**config.mk**
```make
export PLATFORM = sky130hd
export DESIGN_NAME = prot_page_wbuf
export DESIGN_NICKNAME = d
export VERILOG_FILES = /design/src/rtl/pwb_pkg.sv /design/src/rtl/pwb_wp_track.sv /design/src/rtl/pwb_latch.sv /design/src/rtl/pwb_seq.sv /design/src/rtl/prot_page_wbuf.sv
export SDC_FILE = /design/constraint.sdc
export NUM_CORES = 1
export LEC_CHECK = 0
export BUFFER_PORTS_ARGS = -buffer_cell sky130_fd_sc_hd__buf_2
export CORE_ASPECT_RATIO = 1.5
export CORE_MARGIN = 2
export CORE_UTILIZATION = 58
export CTS_CLUSTER_SIZE = 14
export DETAILED_ROUTE_END_ITERATION = 10
export PLACE_DENSITY = 0.76
export REMOVE_ABC_BUFFERS = 1
export SYNTH_ARGS = -nofsm -noshare
export SYNTH_HDL_FRONTEND = slang
export SYNTH_SLANG_ARGS = --single-unit
```
**constraint.sdc**
```tcl
create_clock -name clk_i -period 4.1 [get_ports clk_i]
set_input_delay 0.41 -clock clk_i [delete_from_list [all_inputs] [get_ports clk_i]]
set_output_delay 0.41 -clock clk_i [all_outputs]
set_load 0.01 [all_outputs]
```
**src/rtl/pwb_pkg.sv**
```systemverilog
package pwb_pkg;
  localparam int unsigned BYTE_W = 8;

  // upper quarter of the array: both top address bits set
  function automatic logic in_top_quarter(input logic [1:0] msb);
    return msb == 2'b11;
  endfunction
endpackage

```
**src/rtl/pwb_wp_track.sv**
```systemverilog
module pwb_wp_track (
  input  logic clk_i,
  input  logic rst_ni,
  input  logic start_i,
  input  logic addr_load_i,
  input  logic wc_i,
  output logic prot_o
);
  logic addr_ph_q, prot_q;

  always_ff @(posedge clk_i or negedge rst_ni) begin
    if (!rst_ni) begin
      addr_ph_q <= 1'b0;
      prot_q    <= 1'b0;
    end else begin
      if (start_i) begin
        addr_ph_q <= ~addr_load_i;
        prot_q    <= wc_i;
      end else if (addr_ph_q || addr_load_i) begin
        prot_q    <= prot_q | wc_i;
        if (addr_load_i) addr_ph_q <= 1'b0;
      end
    end
  end

  assign prot_o = prot_q;
endmodule

```
**src/rtl/pwb_latch.sv**
```systemverilog
module pwb_latch #(
  parameter int unsigned AW = 13,
  parameter int unsigned PG = 32
) (
  input  logic                  clk_i,
  input  logic                  rst_ni,
  input  logic                  clear_i,
  input  logic                  addr_load_i,
  input  logic [AW-1:0]         addr_i,
  input  logic                  byte_vld_i,
  input  logic [7:0]            byte_i,
  input  logic [$clog2(PG)-1:0] rd_slot_i,
  output logic [AW-$clog2(PG)-1:0] row_o,
  output logic [PG-1:0]         mask_o,
  output logic [7:0]            rd_data_o
);
  localparam int unsigned OW = $clog2(PG);
  localparam int unsigned RW = AW - OW;

  logic [PG-1:0] mask_q;
  logic [OW-1:0] ptr_q;
  logic [RW-1:0] row_q;
  logic [7:0]    data_q [PG];

  always_ff @(posedge clk_i or negedge rst_ni) begin
    if (!rst_ni) begin
      mask_q <= '0;
      ptr_q  <= '0;
      row_q  <= '0;
    end else begin
      if (clear_i)         mask_q <= '0;
      else if (byte_vld_i) mask_q[ptr_q] <= 1'b1;
      if (addr_load_i) begin
        ptr_q <= addr_i[OW-1:0];
        row_q <= addr_i[AW-1:OW];
      end else if (byte_vld_i) begin
        ptr_q <= ptr_q + 1'b1;   // wraps inside the row
      end
    end
  end

  always_ff @(posedge clk_i) begin
    if (byte_vld_i) data_q[ptr_q] <= byte_i;
  end

  assign row_o     = row_q;
  assign mask_o    = mask_q;
  assign rd_data_o = data_q[rd_slot_i];
endmodule

```
**src/rtl/pwb_seq.sv**
```systemverilog
module pwb_seq #(
  parameter int unsigned PG        = 32,
  parameter int unsigned WR_CYCLES = 2000
) (
  input  logic                  clk_i,
  input  logic                  rst_ni,
  input  logic                  commit_i,
  input  logic                  any_i,
  output logic                  busy_o,
  output logic                  scan_o,
  output logic                  done_o,
  output logic [$clog2(PG)-1:0] slot_o
);
  localparam int unsigned OW = $clog2(PG);
  localparam int unsigned CW = $clog2(WR_CYCLES + 1);
  localparam logic [CW-1:0] LAST = CW'(WR_CYCLES - 1);
  localparam logic [CW-1:0] SCAN = CW'(PG);

  logic          busy_q;
  logic [CW-1:0] cnt_q;

  always_ff @(posedge clk_i or negedge rst_ni) begin
    if (!rst_ni) begin
      busy_q <= 1'b0;
      cnt_q  <= '0;
    end else if (!busy_q) begin
      if (commit_i && any_i) begin
        busy_q <= 1'b1;
        cnt_q  <= '0;
      end
    end else if (cnt_q == LAST) begin
      busy_q <= 1'b0;
      cnt_q  <= '0;
    end else begin
      cnt_q <= cnt_q + 1'b1;
    end
  end

  assign busy_o = busy_q;
  assign scan_o = busy_q && (cnt_q < SCAN);
  assign done_o = busy_q && (cnt_q == LAST);
  assign slot_o = cnt_q[OW-1:0];
endmodule

```
**src/rtl/prot_page_wbuf.sv**
```systemverilog
module prot_page_wbuf #(
  parameter int unsigned AW        = 13,
  parameter int unsigned PG        = 32,
  parameter int unsigned WR_CYCLES = 2000   // must be >= PG
) (
  input  logic          clk_i,
  input  logic          rst_ni,
  input  logic          start_i,
  input  logic          addr_load_i,
  input  logic [AW-1:0] addr_i,
  input  logic          wc_i,
  input  logic          byte_vld_i,
  input  logic [7:0]    byte_i,
  input  logic          commit_i,
  input  logic          abort_i,
  output logic          mem_we_o,
  output logic [AW-1:0] mem_addr_o,
  output logic [7:0]    mem_data_o,
  output logic          busy_o
);
  import pwb_pkg::*;

  localparam int unsigned OW = $clog2(PG);
  localparam int unsigned RW = AW - OW;

  logic          busy_w, scan_w, done_w, prot_w;
  logic [OW-1:0] slot_w;
  logic [RW-1:0] row_w;
  logic [PG-1:0] mask_w;
  logic [7:0]    rd_w;
  logic          start_g, load_g, byte_g, commit_g, clear_w;

  // commands are ignored while a write cycle runs
  assign start_g  = start_i     & ~busy_w;
  assign load_g   = addr_load_i & ~busy_w;
  assign byte_g   = byte_vld_i  & ~busy_w;
  assign commit_g = commit_i    & ~busy_w;
  assign clear_w  = ((start_i | abort_i) & ~busy_w) | done_w;

  pwb_wp_track u_wp (
    .clk_i       (clk_i),
    .rst_ni      (rst_ni),
    .start_i     (start_g),
    .addr_load_i (load_g),
    .wc_i        (wc_i),
    .prot_o      (prot_w)
  );

  pwb_latch #(.AW(AW), .PG(PG)) u_latch (
    .clk_i       (clk_i),
    .rst_ni      (rst_ni),
    .clear_i     (clear_w),
    .addr_load_i (load_g),
    .addr_i      (addr_i),
    .byte_vld_i  (byte_g),
    .byte_i      (byte_i),
    .rd_slot_i   (slot_w),
    .row_o       (row_w),
    .mask_o      (mask_w),
    .rd_data_o   (rd_w)
  );

  pwb_seq #(.PG(PG), .WR_CYCLES(WR_CYCLES)) u_seq (
    .clk_i    (clk_i),
    .rst_ni   (rst_ni),
    .commit_i (commit_g),
    .any_i    (|mask_w),
    .busy_o   (busy_w),
    .scan_o   (scan_w),
    .done_o   (done_w),
    .slot_o   (slot_w)
  );

  assign mem_addr_o = {row_w, slot_w};
  assign mem_data_o = rd_w;
  assign mem_we_o   = scan_w && mask_w[slot_w]
                      && !(prot_w && in_top_quarter(row_w[RW-1 -: 2]));
  assign busy_o     = busy_w;
endmodule

```
==> results of run 1 <==
==> flip-flops by register name, summed over array words and instances (netlist names) <==
name	flops
u_wp.prot_o	1
u_latch.ptr_q	5
u_seq.busy_o	1
u_latch.mask_o	32
u_seq.cnt_q	11
u_latch.data_q	256
u_wp.addr_ph_q	1
u_latch.row_o	8
==> cell type report <==
cell class              count  area [um2]  area share (%)
well taps                 272       340.3           2.394
clock inverters            14       131.4          0.9241
multi-input cells         380        3437           24.18
repair buffers             61       332.8           2.341
flip-flops and latches    315        9169           64.50
clock buffers              40       787.0           5.536
inverters                   5       18.77          0.1320
==> worst max-delay path, stage by stage, from the launching register on <==
cell      delay (ns)
dfrtp_4         0.86
buf_4           0.61
mux2i_1         0.17
a221oi_1        0.34
o22ai_1         0.14
a221oi_1        0.41
buf_2           0.22
==> Yosys cell counts, types with 2 or more instances <==
cell type	n
a21oi_1	6
a221oi_1	24
a22o_1	8
and2_1	4
buf_1	2
buf_2	12
buf_4	12
buf_6	8
clkbuf_1	15
dfrtp_1	59
edfxtp_1	256
ha_1	5
inv_1	5
mux2_2	41
mux2i_1	51
mux4_2	39
nand2_1	19
nand2b_1	5
nand3_1	9
nand3b_1	2
nand4_1	5
nor2_1	39
nor2b_1	8
nor3_1	3
nor3b_1	4
nor4_1	9
o21a_1	34
o21ai_0	17
o22ai_1	24
or3b_2	3
xnor2_1	2
xor2_1	2
==> path summary, 6_finish.rpt <==
path | start | endpoint | slack (ns)
worst max-delay path | u_seq.cnt_q[1] | mem_data_o[4] | 0.36
worst min-delay path | addr_i[2] | u_latch.ptr_q[2] | 0.08
worst max register to register | u_seq.cnt_q[1] | u_latch.mask_o[21] | 1.13
worst min register to register | u_latch.row_o[0] | u_latch.row_o[0] | 0.50
max in group asynchronous | rst_ni | u_seq.cnt_q[1] | 2.73
min in group asynchronous | rst_ni | u_latch.ptr_q[1] | 0.49
==> cells by family after synthesis <==
| group | after synthesis | share of synthesized area [%] |
|---|---|---|
| AOI/OAI and AO/OA | 125 | 6.976 |
| xor gates and xnor gates | 4 | 0.2713 |
| adders and majority gates | 5 | 0.4844 |
| buffers and inverters | 54 | 2.500 |
| DFF | 315 | 70.96 |
| muxes | 131 | 14.33 |
| and+or+nand+nor | 115 | 4.486 |
==> where the power goes <==
part / internal (mW) / switching [mW] / total, mW
combinational: 0.0235 / 0.0729 / 0.0964
clock: 1.47 / 1.12 / 2.59
sequential: 3.47 / 0.00910 / 3.48
==> stage by stage <==
step	total power, mW	instances	utilization, %	setup slack [ns]
2_1_floorplan	3.560	700	-	-0.6512
3_3_place_gp	3.630	1032	60.95	1.015
3_5_place_dp	3.639	1032	60.95	0.9804
4_1_cts	6.199	1087	65.21	0.3829
5_1_grt	6.332	1087	65.21	0.2370
6_report	6.161	1087	65.21	0.3597
==> per-layer routing <==
layer / routed length, um / track usage, % / share of wire (%) / up-vias
li1: - / - / - / 3064
met1: 10520 / 30.69 / 37 / 3714
met2: 14550 / 40.85 / 51 / 320
met3: 1955 / 3.870 / 6.9 / 59
met4: 1229 / 10.44 / 4.3 / 0
met5: 0 / 0 / 0 / -
==> flow_metrics.py, run 1 <==
metrics = {
    "logic_synthesis": {
        "syn_avg_cell_area_um2": 17.24,
        "synth_area_um2": 12910,
        "synth_edf_count": 256,
        "yosysSeqAreaShare_pct": 70.96,
        "synth-main-ff-cell": "edfxtp_1",
        "synthCells": 749,
        "synth.top_cell.area_share_pct": 59.52,
        "synth-seq-cells": 315,
        "ys_top_cells_by_area": "edfxtp_1, dfrtp_1, mux4_2, mux2i_1, mux2_2",
        "yosys_warnings": 0,
        "ys_async_sr_fraction_pct": 18.73,
        "yosys.cell_types.count": 49,
        "synth_top_area_cell": "edfxtp_1",
    },
    "final_layout": {
        "layout_common_cells": "edfxtp_1, dfrtp_1, mux2i_1, buf_2, mux2_2",
        "finalInstanceArea_um2": 14220,
        "layout_commonest_cell": "edfxtp_1",
        "diodes": 0,
        "n_fill_cell": 1512,
        "area_growth_pct": 10.08,
        "drive_gt1_share_pct": 23.07,
        "nNetsFinal": 826,
    },
    "route": {
        "firstDrtPassIters": 5,
        "vias": 7157,
        "viasPerCell": 6.584,
        "wl_um": 28260,
        "drt-initial-drc-count": 814,
        "drtAntennaViolNets": 0,
        "wire_per_inst_um": 26.00,
        "drc": 0,
    },
    "global_route": {
        "gr-total-overflow": 0,
        "grt_usage_pct": 24.00,
        "grt_pass1_wl_um": 43060,
        "antenna_found_initial": 0,
        "grt_pass1_vias": 7301,
        "grt_max_degree": 46,
    },
    "pwr": {
        "p_leak_nw": 5.112,
        "ir_drop_uv": 496.9,
        "power_density_nw_per_um2": 433.4,
    },
    "clocking": {
        "clk_latency_ns": 0.55,
        "numCtsBuffers": 29,
        "cts_tree": "yes",
        "ctsHoldBuffers": 1,
        "cts.path.max_buffers": 3,
        "clkSlewWorstSetupHoldPaths_ns": 0.06,
        "clock_sinks": 315,
        "cts_root_buffer": "clkbuf_16",
        "cts_resized": 0,
        "cts_setup_buffers": 0,
        "h-tree-depth": 1,
    },
    "worst_setup_path": {
        "critPathArrivalTime_ns": 3.33,
        "crit_fanout": 45,
        "cp-end-kind": "primary output",
        "crit_path_start_kind": "flip-flop",
        "cp.required_ns": 3.69,
        "r2r_cells": 7,
        "critPathKind": "flip-flop to primary output",
    },
    "place": {
        "gp_congestion": 0.8981,
        "portBuffers": 51,
        "place_area_um2": 13290,
        "place_hpwl_um": 18150,
    },
    "floorplan": {
        "pin_count": 52,
        "core_um2": 21800,
        "die_area_um2": 23500,
        "die_width_um": 125.8,
        "num_rows": 66,
        "initial_core_util_pct": 59.24,
        "fp.dieH_um": 186.8,
    },
    "job": {
        "cap_violations": 0,
    },
    "sta": {
        "setup_viol": 0,
        "tightestPinTransition_ns": 1.267,
        "finalCriticalPeriod_ns": 3.740,
        "tns_ns": 0,
        "hold_viol": 0,
        "maxSlewHeadroom_pct": 15.51,
        "hold-worst-slack_ns": 0.07624,
        "finClkSkew_ns": 0.02521,
        "fmax_mhz": 267.4,
        "grt_setup_unrepaired": "no",
        "slew_violations": 0,
        "post-route-period-util_pct": 91.23,
    },
    "run_status": {
        "outcome": "finished clean",
    },
    "hold_path": {
        "hold_depth": 3,
        "hold_path.class": "input pin to flip-flop",
    },
}
Note: power is estimated with default switching activity, not from simulation.
==> inputs of run 2 (changes only) <==
--- a/config.mk
+++ b/config.mk
@@ -11,6 +11,7 @@
 export CORE_UTILIZATION = 58
 export CTS_CLUSTER_SIZE = 14
 export DETAILED_ROUTE_END_ITERATION = 10
+export MAX_ROUTING_LAYER = met4
 export PLACE_DENSITY = 0.76
 export REMOVE_ABC_BUFFERS = 1
 export SYNTH_ARGS = -nofsm -noshare
==> run 2 against run 1 <==
  * Global-route usage rose by 0.76 points
  * Power is 0.13% higher
  * First-iteration DRC count is 9.3% lower
  * Critical path type unchanged
==> flow_metrics.py, run 2 (synthesis results as in run 1) <==
metrics = {
    "final_layout": {
        "drive_gt1_share_pct": 23.07,
        "layout_common_cells": "edfxtp_1, dfrtp_1, mux2i_1, buf_2, mux2_2",
        "fin_util_pct": 65.21,
        "area_growth_pct": 10.08,
        "final_cells": 1087,
        "diodes": 0,
        "finalInstanceArea_um2": 14220,
        "largest_register_ffs": 256,
        "nNetsFinal": 826,
        "top_register": "u_latch.data_q",
        "layout_commonest_cell": "edfxtp_1",
    },
    "global_route": {
        "grt_pass1_wl_um": 43080,
        "gr-total-overflow": 0,
        "antenna_found_initial": 0,
        "grt_usage_pct": 24.76,
        "busiest_layer": "met2",
        "grt_pass1_vias": 7276,
        "met2_usage_pct": 41.10,
        "grt_max_degree": 46,
        "grtUsageMet1_pct": 30.76,
        "grt_util_met3_pct": 3.727,
    },
    "worst_setup_path": {
        "critPathKind": "flip-flop to primary output",
        "cp-end-kind": "primary output",
        "r2r_cells": 7,
        "crit_fanout": 45,
        "cp.required_ns": 3.69,
        "rrSetupSlack_ns": 1.13,
        "crit_path_start_kind": "flip-flop",
        "critPathArrivalTime_ns": 3.32,
        "reg2reg_from": "u_seq.cnt_q[1]",
        "r2r_end": "u_latch.mask_o[21]",
    },
    "pwr": {
        "seq_power_share_pct": 56.4,
        "ir_drop_uv": 498.2,
        "power_frac_clock_pct": 42.1,
        "p_leak_nw": 5.112,
        "p_comb_share_pct": 1.6,
        "switching_share_pct": 19.54,
        "switching_power_mw": 1.206,
        "power_density_nw_per_um2": 434.0,
        "p_int_mw": 4.964,
    },
    "floorplan": {
        "fp.dieH_um": 186.8,
        "core_um2": 21800,
        "die_width_um": 125.8,
        "die_area_um2": 23500,
        "num_rows": 66,
        "pin_count": 52,
        "initial_core_util_pct": 59.24,
    },
    "clocking": {
        "clkSlewWorstSetupHoldPaths_ns": 0.06,
        "cts_resized": 0,
        "cts_setup_buffers": 0,
        "cts_tree": "yes",
        "ctsHoldBuffers": 1,
        "h-tree-depth": 1,
        "cts.path.max_buffers": 3,
        "cts_root_buffer": "clkbuf_16",
        "clk_latency_ns": 0.55,
        "clock_sinks": 315,
        "numCtsBuffers": 29,
    },
    "place": {
        "place_hpwl_um": 18150,
        "dp.cells": 1032,
        "preCtsSetupSlack_ns": 0.9804,
        "gp_congestion": 0.9134,
        "place_area_um2": 13290,
        "portBuffers": 51,
    },
    "route": {
        "drc": 0,
        "firstDrtPassIters": 6,
        "viasPerCell": 6.575,
        "vias": 7147,
        "drtAntennaViolNets": 0,
        "drt-initial-drc-count": 738,
        "wire_per_inst_um": 26.03,
        "wl_um": 28300,
    },
    "hold_path": {
        "hold_depth": 3,
        "hold-path-endpoint": "u_latch.ptr_q[2]",
        "min_from": "addr_i[2]",
        "hold_path.class": "input pin to flip-flop",
    },
    "job": {
        "cap_violations": 0,
    },
    "sta": {
        "slew_violations": 0,
        "setup_viol": 0,
        "fmax_mhz": 268.3,
        "post-route-period-util_pct": 90.89,
        "hold_viol": 0,
        "tightestPinTransition_ns": 1.258,
        "finClkSkew_ns": 0.02511,
        "maxSlewHeadroom_pct": 16.16,
        "setup_slack_ns": 0.3735,
        "grt_setup_unrepaired": "no",
        "tns_ns": 0,
        "finalCriticalPeriod_ns": 3.726,
    },
    "run_status": {
        "outcome": "finished clean",
    },
}
run 2: cell counts in the layout (fill, tap and decap cells not counted):
Identical to the previous run, type by type.
run 2: final cells by class:
type	count	area [um2]
clock inverters	14	131.4
repair buffers	61	332.8
clock buffers	40	787.0
flip-flops and latches	315	9169
inverters	5	18.77
well taps	272	340.3
fillers	1512	7585
multi-input cells	380	3437
run 2: power by group through the flow:
stage	combinational (mW)	sequential, mW	clock, mW
detailed placement	0.0956	3.54	0
floorplan	0.0164	3.54	0
global route	0.107	3.48	2.75
finish	0.0962	3.48	2.60
global placement	0.0886	3.54	0
CTS	0.0968	3.48	2.63
run 2: layer usage:
layer / share of wire, % / vias up
met5: 0 / -
met1: 37 / 3681
met4: 4.3 / 0
li1: - / 3065
met3: 7.2 / 69
met2: 52 / 332
run 2: worst max-delay path by stage:
stage,cells past startpoint,to,startpoint
final,6,mem_data_o[4],u_seq.cnt_q[1]
after global routing,6,mem_data_o[1],u_seq.cnt_q[1]
after CTS,6,mem_data_o[4],u_seq.cnt_q[1]
after detailed placement,6,mem_data_o[4],u_seq.cnt_q[1]
after global placement,6,mem_data_o[4],u_seq.cnt_q[1]
after floorplan,5,mem_we_o,u_seq.cnt_q[1]
run 2: per-stage QoR:
step	hold WS [ns]	power, mW
after CTS	0.05799	6.199
after global placement	0.4825	3.630
after global routing	0.07274	6.333
final	0.07271	6.169
after floorplan	0.1144	3.560
after detailed placement	0.4909	3.639
run 2: worst max-delay path, cell delays in order, from the launching register on:
cell      delay, ns
dfrtp_4        0.85
buf_4          0.61
mux2i_1        0.17
a221oi_1       0.33
o22ai_1        0.14
a221oi_1       0.41
buf_2          0.23
